<file path="src/rtl/bpu_pkg.sv">
package bpu_pkg;
    localparam int unsigned CTRL_W = 32;
    localparam logic [CTRL_W-1:0] CTRL_WMASK = 32'hFF80_F03F;

    localparam int unsigned EN_MASTER_A = 23;
    localparam int unsigned EN_CODE     = 24;
    localparam int unsigned EN_DATA     = 25;
    localparam int unsigned EN_READ     = 26;
    localparam int unsigned EN_WRITE    = 27;
    localparam int unsigned EN_MASTER_B = 31;

    localparam int unsigned FLAG_W     = 5;
    localparam int unsigned FLAG_ANY   = 0;
    localparam int unsigned FLAG_CODE  = 1;
    localparam int unsigned FLAG_DATA  = 2;
    localparam int unsigned FLAG_READ  = 3;
    localparam int unsigned FLAG_WRITE = 4;

    typedef enum logic [2:0] {
        SEL_CTRL  = 3'd0,
        SEL_CADDR = 3'd1,
        SEL_CMASK = 3'd2,
        SEL_DADDR = 3'd3,
        SEL_DMASK = 3'd4
    } cfg_sel_e;

    typedef enum logic {
        ST_IDLE = 1'b0,
        ST_FIRE = 1'b1
    } bpu_state_e;
endpackage

</file>
<file path="src/rtl/bpu_match.sv">
module bpu_match #(
    parameter int unsigned AW = 32
) (
    input  logic [AW-1:0] addr,
    input  logic [AW-1:0] ref_addr,
    input  logic [AW-1:0] mask,
    output logic          match
);
    logic [AW-1:0] diff;

    always_comb begin
        diff  = (addr ^ ref_addr) & mask;
        match = (|mask) && (diff == '0);
    end
endmodule

</file>
<file path="src/rtl/bpu_regfile.sv">
module bpu_regfile
    import bpu_pkg::*;
#(
    parameter int unsigned AW = 32
) (
    input  logic              clk,
    input  logic              rst_n,
    input  logic              cfg_we,
    input  logic [2:0]        cfg_sel,
    input  logic [CTRL_W-1:0] cfg_wdata,
    input  logic [FLAG_W-1:0] set_flags,
    output logic [CTRL_W-1:0] ctrl,
    output logic [AW-1:0]     code_addr,
    output logic [AW-1:0]     code_mask,
    output logic [AW-1:0]     data_addr,
    output logic [AW-1:0]     data_mask
);
    logic [CTRL_W-1:0] ctrl_d;

    always_comb begin
        ctrl_d = ctrl;
        if (cfg_we && cfg_sel == SEL_CTRL)
            ctrl_d = (ctrl & ~CTRL_WMASK) | (cfg_wdata & CTRL_WMASK);
        ctrl_d[FLAG_W-1:0] = ctrl_d[FLAG_W-1:0] | set_flags;
    end

    always_ff @(posedge clk) begin
        if (!rst_n) begin
            ctrl      <= '0;
            code_addr <= '0;
            code_mask <= '0;
            data_addr <= '0;
            data_mask <= '0;
        end else begin
            ctrl <= ctrl_d;
            if (cfg_we) begin
                case (cfg_sel)
                    SEL_CADDR: code_addr <= cfg_wdata[AW-1:0];
                    SEL_CMASK: code_mask <= cfg_wdata[AW-1:0];
                    SEL_DADDR: data_addr <= cfg_wdata[AW-1:0];
                    SEL_DMASK: data_mask <= cfg_wdata[AW-1:0];
                    default: ;
                endcase
            end
        end
    end
endmodule

</file>
<file path="src/rtl/bpu_ctrl.sv">
module bpu_ctrl
    import bpu_pkg::*;
(
    input  logic              clk,
    input  logic              rst_n,
    input  logic [CTRL_W-1:0] ctrl,
    input  logic              ex_valid,
    input  logic              code_match,
    input  logic              mem_rd,
    input  logic              mem_wr,
    input  logic              data_match,
    output logic [FLAG_W-1:0] set_flags,
    output logic              brk_req
);
    bpu_state_e state_q, state_d;
    logic master_on, code_on, rd_on, wr_on;
    logic is_write, is_read;
    logic code_hit, data_hit;

    always_comb begin
        master_on = ctrl[EN_MASTER_A] & ctrl[EN_MASTER_B];
        code_on   = master_on & ctrl[EN_CODE];
        rd_on     = master_on & ctrl[EN_DATA] & ctrl[EN_READ];
        wr_on     = master_on & ctrl[EN_DATA] & ctrl[EN_WRITE];
        is_write  = mem_wr;
        is_read   = mem_rd & ~mem_wr;
        code_hit  = ex_valid & code_on & code_match;
        data_hit  = data_match & ((is_read & rd_on) | (is_write & wr_on));
    end

    always_comb begin
        state_d = state_q;
        unique case (state_q)
            ST_IDLE: if (code_hit || data_hit) state_d = ST_FIRE;
            ST_FIRE: state_d = ST_IDLE;
        endcase
    end

    always_ff @(posedge clk) begin
        if (!rst_n) state_q <= ST_IDLE;
        else        state_q <= state_d;
    end

    always_comb begin
        set_flags = '0;
        brk_req   = 1'b0;
        unique case (state_q)
            ST_IDLE: begin
                if (code_hit) begin
                    set_flags[FLAG_ANY]  = 1'b1;
                    set_flags[FLAG_CODE] = 1'b1;
                end else if (data_hit) begin
                    set_flags[FLAG_ANY]   = 1'b1;
                    set_flags[FLAG_DATA]  = 1'b1;
                    set_flags[FLAG_READ]  = is_read;
                    set_flags[FLAG_WRITE] = is_write;
                end
            end
            ST_FIRE: brk_req = 1'b1;
        endcase
    end
endmodule

</file>
<file path="src/rtl/brkpt_unit.sv">
module brkpt_unit
    import bpu_pkg::*;
#(
    parameter int unsigned AW         = 32,
    parameter int unsigned ALIGN_BITS = 2
) (
    input  logic              clk,
    input  logic              rst_n,
    input  logic              cfg_we,
    input  logic [2:0]        cfg_sel,
    input  logic [CTRL_W-1:0] cfg_wdata,
    input  logic              ex_valid,
    input  logic [AW-1:0]     ex_pc,
    input  logic              mem_rd,
    input  logic              mem_wr,
    input  logic              mem_lr_store,
    input  logic [AW-1:0]     mem_addr,
    output logic              brk_req,
    output logic [CTRL_W-1:0] ctrl_q
);
    localparam logic [AW-1:0] ALIGN_MASK = ~((AW'(1) << ALIGN_BITS) - AW'(1));

    logic [AW-1:0]     code_addr_q, code_mask_q, data_addr_q, data_mask_q;
    logic [AW-1:0]     cmp_daddr;
    logic              code_match, data_match;
    logic [FLAG_W-1:0] set_flags;

    assign cmp_daddr = mem_lr_store ? (mem_addr & ALIGN_MASK) : mem_addr;

    bpu_regfile #(.AW(AW)) regs_i (
        .clk(clk), .rst_n(rst_n),
        .cfg_we(cfg_we), .cfg_sel(cfg_sel), .cfg_wdata(cfg_wdata),
        .set_flags(set_flags),
        .ctrl(ctrl_q),
        .code_addr(code_addr_q), .code_mask(code_mask_q),
        .data_addr(data_addr_q), .data_mask(data_mask_q)
    );

    bpu_match #(.AW(AW)) code_cmp_i (
        .addr(ex_pc), .ref_addr(code_addr_q), .mask(code_mask_q), .match(code_match)
    );

    bpu_match #(.AW(AW)) data_cmp_i (
        .addr(cmp_daddr), .ref_addr(data_addr_q), .mask(data_mask_q), .match(data_match)
    );

    bpu_ctrl ctrl_i (
        .clk(clk), .rst_n(rst_n), .ctrl(ctrl_q),
        .ex_valid(ex_valid), .code_match(code_match),
        .mem_rd(mem_rd), .mem_wr(mem_wr), .data_match(data_match),
        .set_flags(set_flags), .brk_req(brk_req)
    );
endmodule

</file>
<file path="config.mk">
export PLATFORM = sky130hd
export DESIGN_NAME = brkpt_unit
export DESIGN_NICKNAME = d
export VERILOG_FILES = /design/src/rtl/bpu_pkg.sv /design/src/rtl/bpu_match.sv /design/src/rtl/bpu_regfile.sv /design/src/rtl/bpu_ctrl.sv /design/src/rtl/brkpt_unit.sv
export SDC_FILE = /design/constraint.sdc
export NUM_CORES = 1
export LEC_CHECK = 0
export BUFFER_PORTS_ARGS = -buffer_cell sky130_fd_sc_hd__buf_2
export CAP_MARGIN = 0
export CORE_UTILIZATION = 56
export CTS_BUF_LIST = sky130_fd_sc_hd__clkbuf_8
export CTS_CLUSTER_SIZE = 30
export DETAILED_ROUTE_END_ITERATION = 7
export PLACE_DENSITY = 0.82
export SLEW_MARGIN = 40
export SYNTH_ARGS = -nofsm -noshare
export SYNTH_HDL_FRONTEND = slang
export SYNTH_SLANG_ARGS = --single-unit
</file>
<file path="constraint.sdc">
create_clock -name clk -period 2 [get_ports clk]
set_input_delay 0.4 -clock clk [delete_from_list [all_inputs] [get_ports clk]]
set_output_delay 0.4 -clock clk [all_outputs]
set_load 0.05 [all_outputs]
</file>
# Yosys cells after proc, flatten, opt, wreduce, memory -nomap -nowiden
# Cells that the tools add are included.
dict set report word_totals {
  regBits 161
  latchBits 0
  ram_bits 0
  mem_bits_ro 0
  inputBits 106
  out_inout_bits 33
  mem_count 0
}
dict set report op_classes {
  n_addsub 0
  mul 0
  div 0
  order_cmp 0
  eq_ne 4
  shift 0
  muxes 11
  n_bitwise 20
  reduce_logical 13
}
# cell n
set ops {}
lappend ops {{$and 32x32->32} 2}
lappend ops {{$logic_not 32->1} 2}
lappend ops {{$reduce_or 32->1} 2}
lappend ops {{$xor 32x32->32} 2}
lappend ops {{$or 23x32->32} 1}
lappend ops {{$and 1x1->1} 11}
lappend ops {{$mux 5} 2}
lappend ops {{$reduce_and 2->1} 4}
lappend ops {{$eq 3x2->1 const B} 2}
lappend ops {{$mux 3} 2}
lappend ops {{$mux 1} 5}
lappend ops {{$or 5x5->5} 1}
lappend ops {{$eq 3x1->1 const B} 1}
lappend ops {{$eq 3x3->1 const B} 1}
lappend ops {{$logic_and 1x1->1} 3}
lappend ops {{$logic_not 3->1} 1}
lappend ops {{$mux 2} 1}
lappend ops {{$not 1->1} 2}
lappend ops {{$pmux 1 s2} 1}
lappend ops {{$logic_or 1x1->1} 1}
lappend ops {{$or 1x1->1} 1}

# Depth between registers and ports, before layout
# Gate-level depths: netlist of run 1.
dict set report depth {
  depth_word 10
  depth_mapped 7
}

# Modules after synthesis
# From an unflattened synthesis of run 1, not the netlist that was laid out.
dict set report hier_totals {
  cells_unflattened 773
  hier_area_um2 6550.0
}
# mod n_inst cells_each area_per_inst_um2
set by_module_without_submodules {}
lappend by_module_without_submodules {bpu_regfile 1 627 5408.9}
lappend by_module_without_submodules {bpu_match 2 63 505.5}
lappend by_module_without_submodules {bpu_ctrl 1 18 117.6}
lappend by_module_without_submodules {brkpt_unit 1 2 12.5}

# Worst setup path after synthesis of run 1
# OpenSTA, ideal clock, no wires.
dict set report synth_path {
  path_kind {flip-flop to flip-flop}
  from {reg regs_i.ctrl[26]}
  to {reg regs_i.ctrl[3]}
  arrival_time_ps 1882
  required_ps 1925
  setup_slack_ps 43
  stages_incl_launch_ff 7
  n_path_buf 0
  period_less_slack_ps 1957
  path_cell_list {dfxtp_1 nand3b_4 a222oi_1 nand4_1 nor4_2 o2111ai_1 a31oi_1}
}
dict set report synth_via {
  elab_chain_len 8
}
# element line
set synth_lines {}
lappend synth_lines {{start, declared} bpu_regfile.sv:12} ;# output logic [CTRL_W-1:0] ctrl,
lappend synth_lines {{start signal, assigned} bpu_regfile.sv:35} ;# ctrl <= ctrl_d;
lappend synth_lines {{$and 1x1->1} bpu_ctrl.sv:23} ;# rd_on = master_on & ctrl[EN_DATA] & ctrl[EN_READ];
lappend synth_lines {{$and 1x1->1} bpu_ctrl.sv:28} ;# data_hit = data_match & ((is_read & rd_on) | (is_write & wr_on));
lappend synth_lines {{$or 1x1->1} bpu_ctrl.sv:28}
lappend synth_lines {{$and 1x1->1} bpu_ctrl.sv:28}
lappend synth_lines {{$mux 3} bpu_ctrl.sv:52} ;# end else if (data_hit) begin
lappend synth_lines {{$mux 3} bpu_ctrl.sv:49} ;# if (code_hit) begin
lappend synth_lines {{$mux 5} bpu_ctrl.sv:47} ;# unique case (state_q)
lappend synth_lines {{$or 5x5->5} bpu_regfile.sv:24} ;# ctrl_d[FLAG_W-1:0] = ctrl_d[FLAG_W-1:0] | set_flags;
# No other way between the ends.
# A chain may end at the register's enable or synchronous reset.

# Worst setup path after layout of run 1
dict set report layout_path {
  from {reg regs_i.code_addr[5]}
  to {reg regs_i.ctrl[1]}
}
dict set report layout_via {
  elab_chain_len 8
}
# element line
set layout_lines {}
lappend layout_lines {{start, declared} bpu_regfile.sv:13} ;# output logic [AW-1:0] code_addr,
lappend layout_lines {{start signal, assigned} bpu_regfile.sv:38} ;# SEL_CADDR: code_addr <= cfg_wdata[AW-1:0];
lappend layout_lines {{$xor 32x32->32} bpu_match.sv:12} ;# diff = (addr ^ ref_addr) & mask;
lappend layout_lines {{$and 32x32->32} bpu_match.sv:12}
lappend layout_lines {{$logic_not 32->1} bpu_match.sv:13} ;# match = (|mask) && (diff == '0);
lappend layout_lines {{$logic_and 1x1->1} bpu_match.sv:13}
lappend layout_lines {{$and 1x1->1} bpu_ctrl.sv:27} ;# code_hit = ex_valid & code_on & code_match;
lappend layout_lines {{$mux 1} bpu_ctrl.sv:49}
lappend layout_lines {{$mux 5} bpu_ctrl.sv:47}
lappend layout_lines {{$or 5x5->5} bpu_regfile.sv:24}
# No other way between the ends.

==> impl_metrics.yaml, run 1 <==
worst_setup_path:
  rrSetupSlack_ns: 0.09
  path_max_fanout: 5
  arrival_ns: 2.28
  critPathTopFamily: "simple AND/OR/NAND/NOR gates"
  timing.critical_path.to_type: "register"
  r2r_end: "regs_i.ctrl[1]"
  rr_worst_depth: 6
  worst_path_max_delay_cell: "or3_4"
  crit-reg2reg-launch: "regs_i.code_addr[5]"
  cp.required_ns: 2.36
  max_stage_delay_ns: 0.44
  crit_buf_inv: 0
  crit_path_start_kind: "register"
  crit_type: "register to register"
  path_cells: "xor2_1 -> a22oi_1 -> nand4_1 -> or3_4 -> or3_1 -> a31oi_1"
min_path:
  min_from: "cfg_wdata[18]"
  hp-class: "input pin to register"
  hold_depth: 3
  holdPathEnd: "regs_i.code_addr[18]"
clock_tree:
  clockBufferDepth: 2
  cts_tree: "built"
  clock-sinks: 148
  clock_latency_ns: 0.45
  htreeDepth: 4
  root_buffer: "clkbuf_8"
  cts.clk_slew.worst_paths_ns: 0.09
  cts_buffers: 17
  postCtsHoldBufs: 0
routing:
  vias_per_cell: 5.673
  final_antenna_net_count: 0
  via_count: 6099
  drt_pass1_iterations: 6
  routedWlPerCell_um: 17.08
  drcViolationCount: 0
  drt-total-wl_um: 18360
  drt_iter0_drc: 569
synthesis:
  synth_top_flop_cell: "dfxtp_1"
  yosysWarnings: 0
  async_reset_ff_share_pct: 0
  synth_seq_area_share_pct: 46.81
  synth.top_cell.area_share_pct: 46.81
  synthTopCellsByArea: "dfxtp_1 (47%), nand2_1 (18%), a21oi_1 (11%)"
  avgSynthCellArea_um2: 7.805
  ys_seq_elements: 148
  yosysTopAreaCell: "dfxtp_1"
  syn_inst: 811
  synth_edf_count: 0
  ys_types: 34
  netlist_area_um2: 6330
final_layout:
  final_cell_mix: "nand2_1 (298), dfxtp_1 (148), a21oi_1 (144)"
  drive_gt1_share_pct: 19.79
  num_antenna_cells: 0
  seqCellArea_um2: 2963
  num-fill-cells: 920
  final_cells: 1075
  area_delta_synth_final_pct: 18.86
  final_cell_area_um2: 7523
  nNetsFinal: 1028
  final_common_cell: "nand2_1"
  multiInputGateArea_um2: 3141
place:
  dp_cells: 1043
  place_ws_ns: -0.06845
  post-dp-hpwl_um: 12730
  place_congestion: 0.9198
  port_buffers: 125
  dpl_cell_area_um2: 7108
floorplanning:
  ioPinCount: 139
  die_w_um: 108.3
  initial_core_util_pct: 57.88
  die_h_um: 108.3
  die_area_um2: 11730
  rows: 38
  coreArea_um2: 10940
power:
  total_leakage_power_nw: 2.996
  worst_ir_drop_vdd_mv: 0.4305
  power_density_nw_per_um2: 810.0
  total_power_mw: 6.094
timing:
  rsz0062_at_grt: "false"
  timing.final.crit_share_pct: 95.69
  finalSetupViolations: 0
  worstMarginPinSlew_ns: 0.6407
  min_period_ns: 1.914
  max_freq_mhz: 522.5
  slew_headroom_pct: 57.29
  setup_slack_ns: 0.08614
  hold_viol: 0
  drv_slew: 0
  clock_skew_ns: 0.01820
global_routing:
  grt_pass1_wl_um: 28210
  grtUsageTotal_pct: 31.94
  grt_pass1_vias: 5277
  grt_overflow: 0
  grt_max_degree: 67
  antenna_found_initial: 0
run:
  drv_cap: 0
run_status:
  outcome: "finished, final reports clean"
[worst min-delay path, cell delays in order]
cell     delay [ns]
buf_2          0.13
nand2_1        0.06
a21oi_1        0.05
[cell families after synthesis]
kind of cell	share of synthesized area (%)
xor gates and xnor gates	8.856
AOI/OAI and AO/OA	16.72
other	0.05924
buffers and inverters	4.467
DFF	46.81
and+or+nand+nor	23.09
[routing by layer]
| metal | track usage [%] | part of all wire (%) | vias up |
|---|---|---|---|
| met5 | 0 | 0 | - |
| met1 | 44.41 | 42 | 2786 |
| met4 | 11.87 | 4.1 | 0 |
| li1 | - | - | 2916 |
| met2 | 48.64 | 44 | 340 |
| met3 | 6.932 | 10 | 57 |
[worst max-delay path by stage]
stage                               from        endpoint  slack (ns)  cells past startpoint
finish               regs_i.code_addr[5]  regs_i.ctrl[1]        0.09                      6
global route        regs_i.code_addr[31]  regs_i.ctrl[1]        0.02                      6
global placement               ex_pc[31]  regs_i.ctrl[1]       -0.01                      7
detailed placement                mem_wr  regs_i.ctrl[3]       -0.07                      7
CTS                  regs_i.code_addr[5]  regs_i.ctrl[1]        0.12                      6
floorplan                regs_i.ctrl[26]  regs_i.ctrl[3]        0.04                      6
[power by group]
part / switching [mW] / leakage [nW] / internal (mW)
logic: 0.436 / 1.60 / 0.226
registers: 0.0486 / 1.20 / 3.01
clock network: 1.19 / 0.196 / 1.19
[flip-flops by register name (all words and copies together), names as in the netlist]
| signal | cells |
|---|---|
| regs_i.ctrl | 19 |
| regs_i.code_mask | 32 |
| regs_i.data_mask | 32 |
| ctrl_i.state_q | 1 |
| regs_i.data_addr | 32 |
| regs_i.code_addr | 32 |
[repair_timing]
action	CTS	global route
buffers inserted	0	0
endpoints found under the setup margin	0	4
gates resized for setup	0	1
[cell usage after synthesis, drive strengths merged (3+ instances only)]
cell     count
buf         14
a22oi       23
xor2        62
nand3        4
or3          3
nor4        18
a21oi      144
nand4       10
a22o         3
o2111ai      4
dfxtp      148
a31oi        4
nor2         6
clkbuf      46
nand2      298
[through the flow]
| stage | TNS, ns | hold slack, ns | util (%) |
|---|---|---|---|
| 2_1_floorplan | 0 | 0.4481 | - |
| 3_3_place_gp | -0.01202 | 0.4411 | 65.00 |
| 3_5_place_dp | -0.1351 | 0.4489 | 65.00 |
| 4_1_cts | 0 | 0.2334 | 68.74 |
| 5_1_grt | 0 | 0.2248 | 68.80 |
| 6_report | 0 | 0.2329 | 68.80 |
[layout make-up]
cell class                      instances  area share (%)
Sequential cell                       148           39.38
Clock buffer                           19           3.476
Multi-Input combinational cell        613           41.74
Clock inverter                         13           1.962
Timing Repair Buffer                  140           10.98
Inverter                                2          0.1330
Tap cell                              140           2.328
No activity file was read; power rests on OpenSTA's default activity.
==> inputs of run 2 (changes only) <==
--- a/config.mk
+++ b/config.mk
@@ -7,11 +7,12 @@
 export LEC_CHECK = 0
 export BUFFER_PORTS_ARGS = -buffer_cell sky130_fd_sc_hd__buf_2
 export CAP_MARGIN = 0
-export CORE_UTILIZATION = 56
+export CORE_UTILIZATION = 50
 export CTS_BUF_LIST = sky130_fd_sc_hd__clkbuf_8
 export CTS_CLUSTER_SIZE = 30
 export DETAILED_ROUTE_END_ITERATION = 7
-export PLACE_DENSITY = 0.82
+export PLACE_DENSITY = 0.74
+export SETUP_SLACK_MARGIN = 0.3
 export SLEW_MARGIN = 40
 export SYNTH_ARGS = -nofsm -noshare
 export SYNTH_HDL_FRONTEND = slang
==> run 2 against run 1 <==
Die area rose by 12%. Non-clock buffer count rose by 3. Critical path type unchanged. Sequential cell count did not move. Count of clock-buffer cells in the layout fell by 2. Largest cell class unchanged. Critical path depth fell by 1. Clock skew fell by 0.0068 ns. Utilization fell by 5.6 points. Maximum frequency rose by 4.5%. Register-to-register slack improved by 0.08 ns. Setup slack improved by 0.083 ns. Critical endpoint unchanged. Power rose by 2.3%. Combinational power rose by 3.3%.
==> impl_metrics.yaml, run 2 (synthesized netlist as in run 1, its figures left out) <==
worst_setup_path:
  crit_type: "register to register"
  path_cells: "xor2_1 -> a222oi_1 -> o2111ai_4 -> or3_1 -> a31oi_1"
  timing.critical_path.to_type: "register"
  crit_buf_inv: 0
  r2r_end: "regs_i.ctrl[1]"
  rrSetupSlack_ns: 0.17
  max_stage_delay_ns: 0.51
  crit_path_start_kind: "register"
  rr_worst_depth: 5
  path_max_fanout: 5
  critPathTopFamily: "compound AO/OA/AOI/OAI gates"
  cp.required_ns: 2.37
  arrival_ns: 2.20
  crit-reg2reg-launch: "regs_i.code_addr[3]"
  worst_path_max_delay_cell: "a222oi_1"
min_path:
  min_from: "cfg_wdata[11]"
  hold_depth: 3
  holdPathEnd: "regs_i.code_mask[11]"
  hp-class: "input pin to register"
place:
  place_congestion: 0.8928
  dp_cells: 1074
  dpl_cell_area_um2: 7177
  post-dp-hpwl_um: 12780
  place_ws_ns: -0.03158
  port_buffers: 125
final_layout:
  final_common_cell: "nand2_1"
  final_cell_mix: "nand2_1 (298), a21oi_1 (144), dfxtp_1 (141)"
  nNetsFinal: 1031
  num-fill-cells: 1103
  area_delta_synth_final_pct: 21.41
  final_util_pct: 63.19
  final_cells: 1107
  final_cell_area_um2: 7685
  multiInputGateArea_um2: 3212
  drive_gt1_share_pct: 21.54
  seqCellArea_um2: 2977
run:
  drv_cap: 0
timing:
  timing.hold.ws_ns: 0.2393
  timing.final.crit_share_pct: 91.56
  setup_slack_ns: 0.1688
  hold_viol: 0
  clock_skew_ns: 0.01138
  setup_tns_ns: 0
  rsz0062_at_grt: "true"
  finalSetupViolations: 0
  min_period_ns: 1.831
  max_freq_mhz: 546.1
  drv_slew: 0
floorplanning:
  die_w_um: 114.5
  rows: 40
  initial_core_util_pct: 52.05
  die_h_um: 114.5
  coreArea_um2: 12160
  ioPinCount: 139
  die_area_um2: 13110
power:
  total_leakage_power_nw: 3.028
  worst_ir_drop_vdd_mv: 0.7666
  total_power_mw: 6.235
  power_density_nw_per_um2: 811.4
clock_tree:
  clock-sinks: 148
  postCtsHoldBufs: 0
  htreeDepth: 4
  clockBufferDepth: 2
  root_buffer: "clkbuf_8"
  cts_buffers: 17
  clock_latency_ns: 0.45
  cts_tree: "built"
  cts.clk_slew.worst_paths_ns: 0.08
routing:
  drcViolationCount: 0
  final_antenna_net_count: 0
  via_count: 5940
  routedWlPerCell_um: 16.73
  vias_per_cell: 5.366
  drt_pass1_iterations: 5
  drt-total-wl_um: 18520
  drt_iter0_drc: 587
global_routing:
  grt_pass1_wl_um: 28560
  grtUsageTotal_pct: 29.02
  grt_pass1_vias: 5247
  grt_max_degree: 66
  antenna_found_initial: 0
  grt_overflow: 0
run_status:
  outcome: "finished, final reports clean"
## run 2: cell count changes in the layout (fill, tap and decap cells not counted), moves of 2 or more
| cell | delta |
|---|---|
| dfxtp_1 | -7 |
| inv_6 | -4 |
| a22oi_1 | -5 |
| a22oi_2 | +5 |
| clkbuf_8 | -2 |
| bufinv_16 | +2 |
| clkinvlp_4 | +2 |
| inv_1 | +2 |
| dfxtp_2 | +5 |
| dfxtp_4 | +2 |
| nor4_1 | -2 |
| buf_4 | +3 |
## run 2: layout make-up
type                            count  area share (%)
Clock inverter                     15           2.491
Antenna cell                        1         0.03256
Timing Repair Buffer              143           11.04
Tap cell                          168           2.735
Sequential cell                   148           38.73
Clock buffer                       17           3.045
Multi-Input combinational cell    613           41.79
Inverter                            2          0.1303
## run 2: layer usage
layer	wire length, um	vias to the layer above	track usage (%)
met2	8116	268	44.12
met4	543	0	10.22
met3	1567	42	6.353
li1	-	2910	-
met5	0	-	0
met1	8296	2720	40.53
## run 2: worst reg2reg max path, cell delays in order, from the launching register on
cell and delay (ns):
dfxtp_1 0.32, xor2_1 0.18, a222oi_1 0.51, o2111ai_4 0.24, or3_1 0.39, a31oi_1 0.12
## run 2: timing repair
item / in CTS / in global routing
setup buffers: 0 / 0
hold endpoints to repair: 0 / 0
pin swaps: 7 / 1
gates resized for setup: 5 / 9
endpoints found under the setup margin: 6 / 6
## run 2: how the worst max path moves through the flow
stage	start	endpoint	slack, ns	cells after the start
after floorplan	mem_wr	regs_i.ctrl[3]	0.30	6
after global placement	ex_pc[31]	regs_i.ctrl[1]	-0.03	7
after detailed placement	ex_pc[5]	regs_i.ctrl[1]	-0.03	7
after CTS	regs_i.code_addr[26]	regs_i.ctrl[1]	0.21	7
after global routing	regs_i.code_addr[30]	regs_i.ctrl[1]	0.11	6
final	regs_i.code_addr[3]	regs_i.ctrl[1]	0.17	5
## run 2: report_power, final
| group | switching [mW] | internal (mW) | total, mW |
|---|---|---|---|
| registers | 0.0497 | 3.01 | 3.05 |
| clock network | 1.15 | 1.34 | 2.50 |
| logic | 0.444 | 0.240 | 0.684 |
| total | 1.65 | 4.59 | 6.24 |
==> inputs of run 3 (changes only) <==
--- a/config.mk
+++ b/config.mk
@@ -11,9 +11,11 @@
 export CTS_BUF_LIST = sky130_fd_sc_hd__clkbuf_8
 export CTS_CLUSTER_SIZE = 30
 export DETAILED_ROUTE_END_ITERATION = 7
+export HOLD_SLACK_MARGIN = 0.06
 export PLACE_DENSITY = 0.74
 export SETUP_SLACK_MARGIN = 0.3
 export SLEW_MARGIN = 40
 export SYNTH_ARGS = -nofsm -noshare
 export SYNTH_HDL_FRONTEND = slang
 export SYNTH_SLANG_ARGS = --single-unit
+export TNS_END_PERCENT = 100
==> constraint.sdc (replaced) <==
create_clock -name clk -period 1.8 [get_ports clk]
set_input_delay 0.36 -clock clk [delete_from_list [all_inputs] [get_ports clk]]
set_output_delay 0.36 -clock clk [all_outputs]
set_load 0.05 [all_outputs]
==> run 3 against run 2 <==
The run now ends with setup timing left. Via count is 0.86% higher. Largest power group unchanged. Clock skew grew 0.0017 ns. Critical path depth grew 1. Maximum frequency increased by 1.2%. Largest cell class unchanged.
==> impl_metrics.yaml, run 3 (synthesized netlist as in run 1, its figures left out) <==
global_routing:
  antenna_found_initial: 0
  grtUsageTotal_pct: 30.20
  grt_max_degree: 44
  grt_pass1_vias: 5440
  grt_pass1_wl_um: 29620
  grt_overflow: 0
clock_tree:
  cts_buffers: 17
  postCtsHoldBufs: 0
  postCtsSetupBuffers: 0
  clockBufferDepth: 2
  cts.clk_slew.worst_paths_ns: 0.09
  root_buffer: "clkbuf_8"
  clock_latency_ns: 0.46
  htreeDepth: 4
  cts_tree: "built"
  clock-sinks: 148
min_path:
  hp-class: "input pin to register"
  min_from: "cfg_wdata[16]"
routing:
  drt_iter0_drc: 519
  vias_per_cell: 5.397
  drt_pass1_iterations: 5
  final_antenna_net_count: 0
  routedWlPerCell_um: 17.08
  drcViolationCount: 0
  drt-total-wl_um: 18960
  via_count: 5991
final_layout:
  final_cell_area_um2: 7819
  nNetsFinal: 1035
  multiInputGateArea_um2: 3179
  area_delta_synth_final_pct: 23.52
  num-fill-cells: 1120
  seqCellArea_um2: 2985
  drive_gt1_share_pct: 21.97
  final_common_cell: "nand2_1"
  num_antenna_cells: 0
  final_cell_mix: "nand2_1 (298), a21oi_1 (144), dfxtp_1 (140)"
  final_cells: 1110
worst_setup_path:
  crit-reg2reg-launch: "regs_i.code_addr[10]"
  r2r_end: "regs_i.ctrl[1]"
  crit_path_start_kind: "register"
  critPathTopFamily: "compound AO/OA/AOI/OAI gates"
  rr_worst_depth: 6
  endpoint: "regs_i.ctrl[1]"
  critPathLaunch: "regs_i.code_addr[10]"
  timing.critical_path.to_type: "register"
  rrSetupSlack_ns: -0.01
  cp.required_ns: 2.19
  max_stage_delay_ns: 0.40
  path_max_fanout: 5
  cp.depth: 6
  path_cells: "xor2_1 -> a22o_1 -> a221oi_2 -> o2111ai_2 -> or3_1 -> a31oi_1"
  crit_type: "register to register"
  worst_path_max_delay_cell: "or3_1"
  crit_buf_inv: 0
  arrival_ns: 2.20
floorplanning:
  coreArea_um2: 12160
  die_w_um: 114.5
  initial_core_util_pct: 52.05
  ioPinCount: 139
  die_area_um2: 13110
  die_h_um: 114.5
  rows: 40
place:
  place_congestion: 0.8874
  port_buffers: 125
  post-dp-hpwl_um: 13250
  dp_cells: 1078
  dpl_cell_area_um2: 7249
timing:
  finalSetupViolations: 1
  drv_slew: 0
  clock_skew_ns: 0.01306
  rsz0062_at_grt: "true"
  hold_viol: 0
  timing.final.crit_share_pct: 100.6
  setup_slack_ns: -0.009959
  max_freq_mhz: 552.5
  min_period_ns: 1.810
  timing.hold.ws_ns: 0.1831
run_status:
  outcome: "complete, but fails checks"
  violations: "setup timing"
power:
  worst_ir_drop_vdd_mv: 0.7836
  total_leakage_power_nw: 3.101
  power_density_nw_per_um2: 926.1
run:
  drv_cap: 0
[run 3: changes by cell type in the layout (fill, tap and decap cells not counted), moves of 2 or more]
cell | before | now
buf_2 | 125 | 114
buf_4 | 11 | 15
buf_6 | 0 | 4
clkbuf_4 | 0 | 4
clkinvlp_4 | 6 | 2
dfxtp_4 | 2 | 5
buf_12 | 7 | 9
bufinv_16 | 4 | 6
dfxtp_2 | 5 | 3
[run 3: final cells by class]
class                   count  area share [%]
clock buffers              18           3.169
clock inverters            14           2.976
inverters                   2          0.1280
multi-input cells         613           40.66
flip-flops and latches    148           38.18
well taps                 168           2.688
repair buffers            147           12.19
[run 3: metal layers]
layer | vias up | share of wire [%] | track usage [%]
met5 | - | 0 | 0
met4 | 0 | 2.6 | 11.86
met3 | 36 | 7.9 | 6.935
met2 | 260 | 44 | 44.89
met1 | 2767 | 45 | 42.30
li1 | 2928 | - | -
[run 3: timing repair]
| action | CTS | global route |
|---|---|---|
| pin swaps | 2 | 6 |
| resized for setup | 16 | 10 |
| endpoints found under the setup margin | 13 | 11 |
[run 3: worst min path at each step]
| stage | slack, ns | depth (start not counted) | endpoint |
|---|---|---|---|
| floorplan | 0.45 | 2 | regs_i.code_addr[0] |
| global placement | 0.44 | 2 | regs_i.ctrl[13] |
| detailed placement | 0.45 | 2 | regs_i.ctrl[5] |
| CTS | 0.15 | 3 | regs_i.code_addr[16] |
| global route | 0.17 | 3 | regs_i.data_addr[20] |
| finish | 0.18 | 3 | regs_i.code_addr[16] |
[run 3: power breakdown]
group	internal (mW)	switching (mW)
clock	1.82	1.27
sequential	3.34	0.0553
combinational	0.267	0.491
total	5.42	1.82
[run 3: per-stage QoR]
step                      power, mW  util, %  setup slack [ns]   TNS (ns)
after global routing          7.467    64.29           -0.1009    -0.3199
after CTS                     7.268    64.01          -0.01596   -0.01596
after global placement        4.195    59.61           -0.2283    -0.9433
after floorplan               3.872        -            0.1723          0
after detailed placement      4.199    59.61           -0.1921    -0.7359
final                         7.241    64.29         -0.009959  -0.009959
[run 3: tightest hold or removal path, delay by kind of cell]
| family | cells | cell delay [ns] |
|---|---|---|
| AO/OA/AOI/OAI | 1 | 0.05 |
| AND/OR/NAND/NOR | 1 | 0.06 |
| buffers and inverters | 1 | 0.13 |
